### src/rtl/wbq_pkg.sv
package wbq_pkg;

    typedef enum logic [1:0] {
        WK_REG  = 2'd0,
        WK_PC   = 2'd1,
        WK_FNPC = 2'd2,
        WK_RSV  = 2'd3
    } wk_e;

    typedef enum logic [1:0] {
        ST_IDLE   = 2'd0,
        ST_DRAIN  = 2'd1,
        ST_FINISH = 2'd2
    } st_e;

    function automatic logic is_pc_kind(input logic [1:0] k);
        return (wk_e'(k) == WK_PC) || (wk_e'(k) == WK_FNPC);
    endfunction

endpackage

### src/rtl/wbq_store.sv
module wbq_store #(
    parameter int DEPTH = 16,
    parameter int AW    = 32,
    parameter int DW    = 32,
    parameter int IW    = 6,
    localparam int PW   = (DEPTH > 1) ? $clog2(DEPTH) : 1,
    localparam int CW   = $clog2(DEPTH + 1)
) (
    input  logic          clk,
    input  logic          rst_n,
    input  logic          clr,
    input  logic          clr_ovf,
    input  logic          wr_req,
    input  logic [1:0]    wr_kind,
    input  logic [IW-1:0] wr_idx,
    input  logic [DW-1:0] wr_data,
    input  logic [AW-1:0] wr_iaddr,
    input  logic          wr_force,
    input  logic          busy,
    input  logic [PW-1:0] rd_addr,
    output logic [1:0]    rd_kind,
    output logic [IW-1:0] rd_idx,
    output logic [DW-1:0] rd_data,
    output logic [AW-1:0] rd_iaddr,
    output logic          rd_force,
    output logic [CW-1:0] count,
    output logic          ovf
);

    logic [1:0]    m_kind  [DEPTH];
    logic [IW-1:0] m_idx   [DEPTH];
    logic [DW-1:0] m_data  [DEPTH];
    logic [AW-1:0] m_iaddr [DEPTH];
    logic          m_force [DEPTH];

    logic full;
    logic do_wr;

    assign full  = (count == CW'(DEPTH));
    assign do_wr = wr_req && !full && !clr;

    always_ff @(posedge clk) begin
        if (do_wr) begin
            m_kind[count[PW-1:0]]  <= wr_kind;
            m_idx[count[PW-1:0]]   <= wr_idx;
            m_data[count[PW-1:0]]  <= wr_data;
            m_iaddr[count[PW-1:0]] <= wr_iaddr;
            m_force[count[PW-1:0]] <= wr_force;
        end
    end

    always_ff @(posedge clk or negedge rst_n) begin
        if (!rst_n) begin
            count <= '0;
            ovf   <= 1'b0;
        end else begin
            if (clr)
                count <= '0;
            else if (do_wr)
                count <= count + CW'(1);
            if (clr_ovf)
                ovf <= 1'b0;
            else if (wr_req && full)
                ovf <= 1'b1;
        end
    end

    assign rd_kind  = m_kind[rd_addr];
    assign rd_idx   = m_idx[rd_addr];
    assign rd_data  = m_data[rd_addr];
    assign rd_iaddr = m_iaddr[rd_addr];
    assign rd_force = m_force[rd_addr];


    no_overflow_chk: assert property (@(posedge clk) disable iff (!rst_n)
        count <= CW'(DEPTH));


    ovf_sticky_chk: assert property (@(posedge clk) disable iff (!rst_n)
        (ovf && !clr_ovf) |=> ovf);


    busy_enq_blocked_chk: assert property (@(posedge clk) disable iff (!rst_n)
        (busy && !clr) |=> $stable(count));

endmodule

### src/rtl/wbq_filter.sv
module wbq_filter #(
    parameter int          AW     = 32,
    parameter int          MW     = 8,
    parameter logic [MW-1:0] BENIGN = MW'(7)
) (
    input  logic          ex_pend,
    input  logic [AW-1:0] ex_iaddr,
    input  logic          ex_fp,
    input  logic [MW-1:0] ex_mask,
    input  logic [AW-1:0] ent_iaddr,
    input  logic          ent_force,
    output logic          keep
);

    logic hit;
    logic fp_ok;

    always_comb begin
        hit   = ex_pend && (ent_iaddr == ex_iaddr);
        fp_ok = ((ex_mask & ~BENIGN) == '0);
        if (!hit)
            keep = 1'b1;
        else if (ex_fp)
            keep = fp_ok;
        else
            keep = ent_force;
    end


    filter_scope_chk: assert final (ex_pend || keep);

endmodule

### src/rtl/wbq_ctrl.sv
module wbq_ctrl
    import wbq_pkg::*;
#(
    parameter int DEPTH = 16,
    parameter int AW    = 32,
    parameter int DW    = 32,
    parameter int MW    = 8,
    localparam int PW   = (DEPTH > 1) ? $clog2(DEPTH) : 1,
    localparam int CW   = $clog2(DEPTH + 1)
) (
    input  logic          clk,
    input  logic          rst_n,
    input  logic          pkt_start,
    input  logic          commit_start,
    input  logic          link_req,
    input  logic [AW-1:0] cur_pc,
    input  logic          exc_pending,
    input  logic [AW-1:0] exc_iaddr,
    input  logic          exc_is_fp,
    input  logic [MW-1:0] exc_mask,
    input  logic [CW-1:0] count,
    input  logic [1:0]    ent_kind,
    input  logic [DW-1:0] ent_data,
    input  logic [AW-1:0] ent_iaddr,
    input  logic          keep,
    output logic          ex_pend,
    output logic [AW-1:0] ex_iaddr,
    output logic          ex_fp,
    output logic [MW-1:0] ex_mask,
    output logic [PW-1:0] rd_addr,
    output logic          busy,
    output logic          q_clr,
    output logic          ovf_clr,
    output logic [AW-1:0] base_pc,
    output logic          rf_we,
    output logic [AW-1:0] pc_vis,
    output logic          pc_we,
    output logic          lr_we,
    output logic [AW-1:0] lr_data
);

    st_e state, nstate;

    logic [PW-1:0] rd_ptr;
    logic [CW-1:0] limit;
    logic [AW-1:0] saved_pc;
    logic [AW-1:0] new_pc;
    logic [AW-1:0] last_pc;
    logic          br_taken;
    logic          link_f;
    logic          last_ent;
    logic          take_br;
    logic          start_ok;
    logic          pkt_ok;

    assign start_ok = (state == ST_IDLE) && commit_start;
    assign pkt_ok   = (state == ST_IDLE) && pkt_start && !commit_start;
    assign last_ent = (CW'(rd_ptr) == (limit - CW'(1)));
    assign take_br  = keep && is_pc_kind(ent_kind) && !br_taken;

    always_comb begin
        nstate = state;
        unique case (state)
            ST_IDLE:   if (commit_start) nstate = (count == '0) ? ST_FINISH : ST_DRAIN;
            ST_DRAIN:  if (last_ent) nstate = ST_FINISH;
            ST_FINISH: nstate = ST_IDLE;
            default:   nstate = ST_IDLE;
        endcase
    end

    always_ff @(posedge clk or negedge rst_n) begin
        if (!rst_n)
            state <= ST_IDLE;
        else
            state <= nstate;
    end

    always_ff @(posedge clk or negedge rst_n) begin
        if (!rst_n) begin
            rd_ptr   <= '0;
            limit    <= '0;
            saved_pc <= '0;
            new_pc   <= '0;
            last_pc  <= '0;
            base_pc  <= '0;
            br_taken <= 1'b0;
            link_f   <= 1'b0;
            ex_pend  <= 1'b0;
            ex_iaddr <= '0;
            ex_fp    <= 1'b0;
            ex_mask  <= '0;
        end else begin
            if (pkt_ok)
                base_pc <= cur_pc;
            if (start_ok) begin
                limit    <= count;
                saved_pc <= cur_pc;
                new_pc   <= cur_pc;
                br_taken <= 1'b0;
                rd_ptr   <= '0;
                link_f   <= link_req;
                ex_pend  <= exc_pending;
                ex_iaddr <= exc_iaddr;
                ex_fp    <= exc_is_fp;
                ex_mask  <= exc_mask;
            end
            if (state == ST_DRAIN) begin
                rd_ptr <= rd_ptr + PW'(1);
                if (take_br) begin
                    br_taken <= 1'b1;
                    new_pc   <= AW'(ent_data);
                end
            end
            if (state == ST_FINISH) begin
                last_pc <= new_pc;
                link_f  <= 1'b0;
            end
        end
    end

    always_comb begin
        rd_addr = rd_ptr;
        busy    = 1'b0;
        q_clr   = pkt_ok;
        ovf_clr = pkt_ok;
        rf_we   = 1'b0;
        pc_we   = 1'b0;
        lr_we   = 1'b0;
        lr_data = saved_pc;
        pc_vis  = last_pc;
        unique case (state)
            ST_IDLE: ;
            ST_DRAIN: begin
                busy   = 1'b1;
                pc_vis = ent_iaddr;
                rf_we  = keep && !is_pc_kind(ent_kind);
            end
            ST_FINISH: begin
                busy   = 1'b1;
                q_clr  = 1'b1;
                pc_vis = new_pc;
                pc_we  = 1'b1;
                lr_we  = link_f;
            end
            default: ;
        endcase
    end


    first_branch_only_chk: assert property (@(posedge clk) disable iff (!rst_n)
        (br_taken && state == ST_DRAIN) |=> $stable(new_pc));


    drain_in_range_chk: assert property (@(posedge clk) disable iff (!rst_n)
        (state == ST_DRAIN) |-> (CW'(rd_ptr) < limit));


    pc_we_pulse_chk: assert property (@(posedge clk) disable iff (!rst_n)
        pc_we |=> (!pc_we && !busy && pc_vis == $past(pc_vis)));


    lr_only_at_end_chk: assert property (@(posedge clk) disable iff (!rst_n)
        lr_we |-> pc_we);

endmodule

### src/rtl/wbq_top.sv
module wbq_top
    import wbq_pkg::*;
#(
    parameter int DEPTH = 16,
    parameter int AW    = 32,
    parameter int DW    = 32,
    parameter int IW    = 6,
    parameter int MW    = 8,
    parameter logic [MW-1:0] BENIGN = MW'(7),
    localparam int PW   = (DEPTH > 1) ? $clog2(DEPTH) : 1,
    localparam int CW   = $clog2(DEPTH + 1)
) (
    input  logic          clk,
    input  logic          rst_n,
    input  logic          pkt_start,
    input  logic [AW-1:0] cur_pc,
    input  logic          enq_valid,
    input  logic [1:0]    enq_kind,
    input  logic [IW-1:0] enq_idx,
    input  logic [DW-1:0] enq_data,
    input  logic [AW-1:0] enq_iaddr,
    input  logic          enq_force,
    input  logic          commit_start,
    input  logic          link_req,
    input  logic          exc_pending,
    input  logic [AW-1:0] exc_iaddr,
    input  logic          exc_is_fp,
    input  logic [MW-1:0] exc_mask,
    output logic          busy,
    output logic          overflow,
    output logic [AW-1:0] pkt_base_pc,
    output logic          rf_we,
    output logic [IW-1:0] rf_idx,
    output logic [DW-1:0] rf_data,
    output logic [AW-1:0] pc_vis,
    output logic          pc_we,
    output logic          lr_we,
    output logic [AW-1:0] lr_data
);

    logic          q_clr, ovf_clr, keep;
    logic [PW-1:0] rd_addr;
    logic [1:0]    ent_kind;
    logic [DW-1:0] ent_data;
    logic [AW-1:0] ent_iaddr;
    logic          ent_force;
    logic [CW-1:0] count;
    logic          ex_pend, ex_fp;
    logic [AW-1:0] ex_iaddr;
    logic [MW-1:0] ex_mask;
    logic          wr_req;

    assign wr_req = enq_valid && !busy;

    wbq_store #(.DEPTH(DEPTH), .AW(AW), .DW(DW), .IW(IW)) u_store (
        .clk(clk), .rst_n(rst_n), .clr(q_clr), .clr_ovf(ovf_clr),
        .wr_req(wr_req), .wr_kind(enq_kind), .wr_idx(enq_idx),
        .wr_data(enq_data), .wr_iaddr(enq_iaddr), .wr_force(enq_force),
        .busy(busy), .rd_addr(rd_addr), .rd_kind(ent_kind), .rd_idx(rf_idx),
        .rd_data(ent_data), .rd_iaddr(ent_iaddr), .rd_force(ent_force),
        .count(count), .ovf(overflow)
    );

    wbq_filter #(.AW(AW), .MW(MW), .BENIGN(BENIGN)) u_filter (
        .ex_pend(ex_pend), .ex_iaddr(ex_iaddr), .ex_fp(ex_fp),
        .ex_mask(ex_mask), .ent_iaddr(ent_iaddr), .ent_force(ent_force),
        .keep(keep)
    );

    wbq_ctrl #(.DEPTH(DEPTH), .AW(AW), .DW(DW), .MW(MW)) u_ctrl (
        .clk(clk), .rst_n(rst_n), .pkt_start(pkt_start),
        .commit_start(commit_start), .link_req(link_req), .cur_pc(cur_pc),
        .exc_pending(exc_pending), .exc_iaddr(exc_iaddr),
        .exc_is_fp(exc_is_fp), .exc_mask(exc_mask), .count(count),
        .ent_kind(ent_kind), .ent_data(ent_data), .ent_iaddr(ent_iaddr),
        .keep(keep), .ex_pend(ex_pend), .ex_iaddr(ex_iaddr), .ex_fp(ex_fp),
        .ex_mask(ex_mask), .rd_addr(rd_addr), .busy(busy), .q_clr(q_clr),
        .ovf_clr(ovf_clr), .base_pc(pkt_base_pc), .rf_we(rf_we),
        .pc_vis(pc_vis), .pc_we(pc_we), .lr_we(lr_we), .lr_data(lr_data)
    );

    assign rf_data = ent_data;


    empty_after_commit_chk: assert property (@(posedge clk) disable iff (!rst_n)
        pc_we |=> (count == '0));

endmodule

### config.mk
export PLATFORM = sky130hd
export DESIGN_NAME = wbq_top
export DESIGN_NICKNAME = d
export VERILOG_FILES = /design/src/rtl/wbq_pkg.sv /design/src/rtl/wbq_store.sv /design/src/rtl/wbq_filter.sv /design/src/rtl/wbq_ctrl.sv /design/src/rtl/wbq_top.sv
export SDC_FILE = /design/constraint.sdc
export NUM_CORES = 2
export LEC_CHECK = 0
export BUFFER_PORTS_ARGS = -buffer_cell sky130_fd_sc_hd__buf_4
export CAP_MARGIN = 30
export CORE_AREA = 2 2 311 313
export CTS_BUF_LIST = sky130_fd_sc_hd__clkbuf_8
export CTS_CLUSTER_SIZE = 24
export DETAILED_ROUTE_END_ITERATION = 10
export DIE_AREA = 0 0 313 315
export GPL_ROUTABILITY_DRIVEN = 0
export GPL_TIMING_DRIVEN = 0
export MAX_ROUTING_LAYER = met4
export PLACE_DENSITY_LB_ADDON = 0.2
export SYNTH_ARGS = -nofsm -noshare
export SYNTH_HDL_FRONTEND = slang
export SYNTH_SLANG_ARGS = --single-unit
### constraint.sdc
create_clock -name clk -period 6.9 [get_ports clk]
set_input_delay 1.38 -clock clk [delete_from_list [all_inputs] [get_ports clk]]
set_output_delay 1.38 -clock clk [all_outputs]
set_load 0.01 [all_outputs]
==> reports/summary.txt <==
worst-path cell chain -> buf_2 > buf_1 > clkbuf_1 > nand2_1 > o22ai_1 > nor2_1 > o32a_1 > a311oi_1 > nand4_1 > nor4_4 > nor3_2 > buf_4
yosys warns -> 0
crit path time final -> 7.04 ns
grt total ovfl -> 0
Cells after Synth -> 2907
fin nets -> 3657
first-pass detailed-route iteration total -> 11
CP Max Fanout -> 10
die height -> 315 um
violated checks -> design-rule violations, negative setup slack
Post-Syn Nets -> 3069
layout cells sized above 1 -> 31.0%
Leak -> 22.3 nW
Reg clk slew, reported paths -> 0.06 ns
type of origin of the critical path -> flop
CTS tree -> built
status -> finished, violations left
Synth top cells by count -> edfxtp_1 (1168), nand2_1 (327), mux4_2 (260), dfrtp_1 (186), mux2i_1 (141)
global-route wire length before repair -> 229 mm
area share of the largest cell type after synthesis -> 65.0%
std cell rows -> 114
DRT iter0 DRCs -> 6001
CP top delay family -> buffers and inverters
final core utilization -> 66.7%
CP peak stage delay -> 0.84 ns
synthesized area -> 54000 sq um
Wirelength per Cell -> 33.1 um
Tcrit/Tclk final -> 102%
Worst-Margin Slew -> 1.18 ns
worst slack after detailed placement -> 0.179 ns
setup TNS -> -0.167 ns
Longest Clk Path Bufs -> 3
Max Cap Viol -> 0
PwrDens -> 377 nW/um^2
slew margin rel. -> 20.5%
CP arrival -> 5.66 ns
TritonCTS sink count -> 1354
non-filler cells, final -> 4943
core area -> 95700 sq um
initial core utilization -> 56.4%
Post-synth EDFFs -> 1168
DRC -> 1
CP endpoint kind -> output port
Setup Skew -> 0.0484 ns
Final Worst Setup Slack -> -0.141 ns
vias in the first global route -> 32101
Yosys reg bits -> 1354
Required @ worst endpoint -> 5.52 ns
Netlist cell types -> 77
Setup Viol. Count Final -> 2
# IOs -> 292
initial antenna violation count -> 7
Die Width -> 313 um
Hold Fails Final Rpt -> 0
worst path bufs/invs -> 4
Seq/Total Area, Yosys -> 73.6%
Crit Path Category -> flop to output port
CTS buffer count -> 206
Port Buffer Count -> 288
die footprint -> 98600 sq um
Setup Buffers After CTS -> 0
routed via count -> 32316
Post-DP HPWL -> 113 mm
maximum VDD drop -> 0.000416 V
H-tree level count -> 4
ys async rst share -> 13.7%
largest net degree at the start of global routing -> 106
WL final -> 164 mm
Fmax achieved -> 0.142 GHz
top post-synthesis cells by area -> edfxtp_1 (65%), mux4_2 (11%), dfrtp_1 (8.6%)
via/cell ratio -> 6.54
dpl cells -> 4563
slowest cell on the critical path -> buf_1
Yosys top cell by area -> edfxtp_1
root buf cell -> clkbuf_8
final count of pins violating max slew -> 0
Syn-to-layout area delta -> 18.2%
syn avg cell area -> 18.6 sq um
predominant post-synthesis flop cell -> edfxtp_1
GRT Util Overall -> 34.3%
Hold Crit Class -> flop to flop
DRT antenna net count -> 0
most common cell in the synthesized netlist -> edfxtp_1
Clk Latency, worst-skew pair -> 0.90 ns
WHS -> 0.480 ns
[placed cells by master, fill, tap and decap left out, types with 25 or more instances in the layout]
cell / synthesis / layout
a21oi_1: 47 / 47
a22oi_1: 51 / 51
buf_1: 29 / 25
buf_12: 1 / 39
buf_4: 8 / 300
buf_8: 1 / 31
clkbuf_1: 83 / 72
clkbuf_8: 0 / 236
dfrtp_1: 186 / 186
edfxtp_1: 1168 / 1168
inv_1: 36 / 119
mux2_2: 100 / 100
mux2_4: 29 / 29
mux2i_1: 141 / 141
mux4_2: 260 / 260
nand2_1: 327 / 326
nor2_1: 72 / 60
o21ai_0: 52 / 52
o22ai_1: 33 / 33
[metrics by stage]
stage | power, mW | cell area [sq um]
finish | 24.1 | 63800
global route | 24.8 | 63800
floorplan | 14.0 | 54000
global placement | 17.2 | 57800
CTS | 23.9 | 63700
detailed placement | 17.5 | 59700
[final cells by class]
cell class / instances / area, sq um
plain buffers: 153 / 848
multi-input cells: 1358 / 13400
diodes: 6 / 15.0
flip-flops and latches: 1354 / 39700
clock buffers: 236 / 3250
inverters: 38 / 143
well taps: 1276 / 1600
clock inverters: 138 / 771
fillers: 6303 / 31900
repair buffers: 384 / 4030
[logic make-up (layout without fill, tap and decap cells)]
group / Yosys count / in the layout / synth area share (%)
xor+xnor: 22 / 22 / 0.357
compound gates: 298 / 298 / 3.82
mux: 530 / 530 / 16.4
flops: 1354 / 1354 / 73.6
simple gates: 499 / 499 / 3.90
buf+inv: 195 / 949 / 1.78
fa+ha+maj: 9 / 9 / 0.209
other cells: 0 / 6 / 0
[registers in the layout, indices dropped and copies added (netlist names)]
register / flops
u_ctrl.base_pc: 32
u_ctrl.br_taken: 1
u_ctrl.ex_fp: 1
u_ctrl.ex_iaddr: 32
u_ctrl.ex_mask: 5
u_ctrl.ex_pend: 1
u_ctrl.last_pc: 32
u_ctrl.limit: 5
u_ctrl.link_f: 1
u_ctrl.lr_data: 32
u_ctrl.new_pc: 32
u_ctrl.rd_addr: 4
u_ctrl.state: 2
u_store.count: 5
u_store.m_data: 512
u_store.m_force: 16
u_store.m_iaddr: 512
u_store.m_idx: 96
u_store.m_kind: 32
u_store.ovf: 1
[worst paths after layout]
kind | depth (start not counted) | from | to | slack [ns]
max | 12 | u_ctrl.rd_addr[2] | rf_we | -0.14
min | 1 | u_ctrl.br_taken | u_ctrl.br_taken | 0.48
max reg2reg | 13 | u_ctrl.rd_addr[2] | u_ctrl.new_pc[6] | 1.59
min reg2reg | 1 | u_ctrl.br_taken | u_ctrl.br_taken | 0.48
max in group asynchronous | 2 | rst_n | u_ctrl.base_pc[27] | 5.27
min in group asynchronous | 1 | rst_n | u_ctrl.ex_iaddr[12] | 0.49
[repair_timing]
action,in CTS,in global routing
resized for setup,15,11
hold endpoints to repair,0,0
setup endpoints to repair,46,8
hold buffers,0,0
[power breakdown]
part           internal, mW  switching, mW  leakage, nW
sequential             9.64          0.589         12.8
combinational          3.01           4.43         7.15
clock                  3.34           3.07         2.36
total                  16.0           8.09         22.3
[routing by layer]
layer	track usage, %	up-vias	wire length [um]
met3	11.0	563	22300
met5	-	-	0
met4	16.0	0	8380
li1	-	12837	-
met1	44.8	16419	58800
met2	49.4	2497	74300
Power figures use the tool's default switching activity.
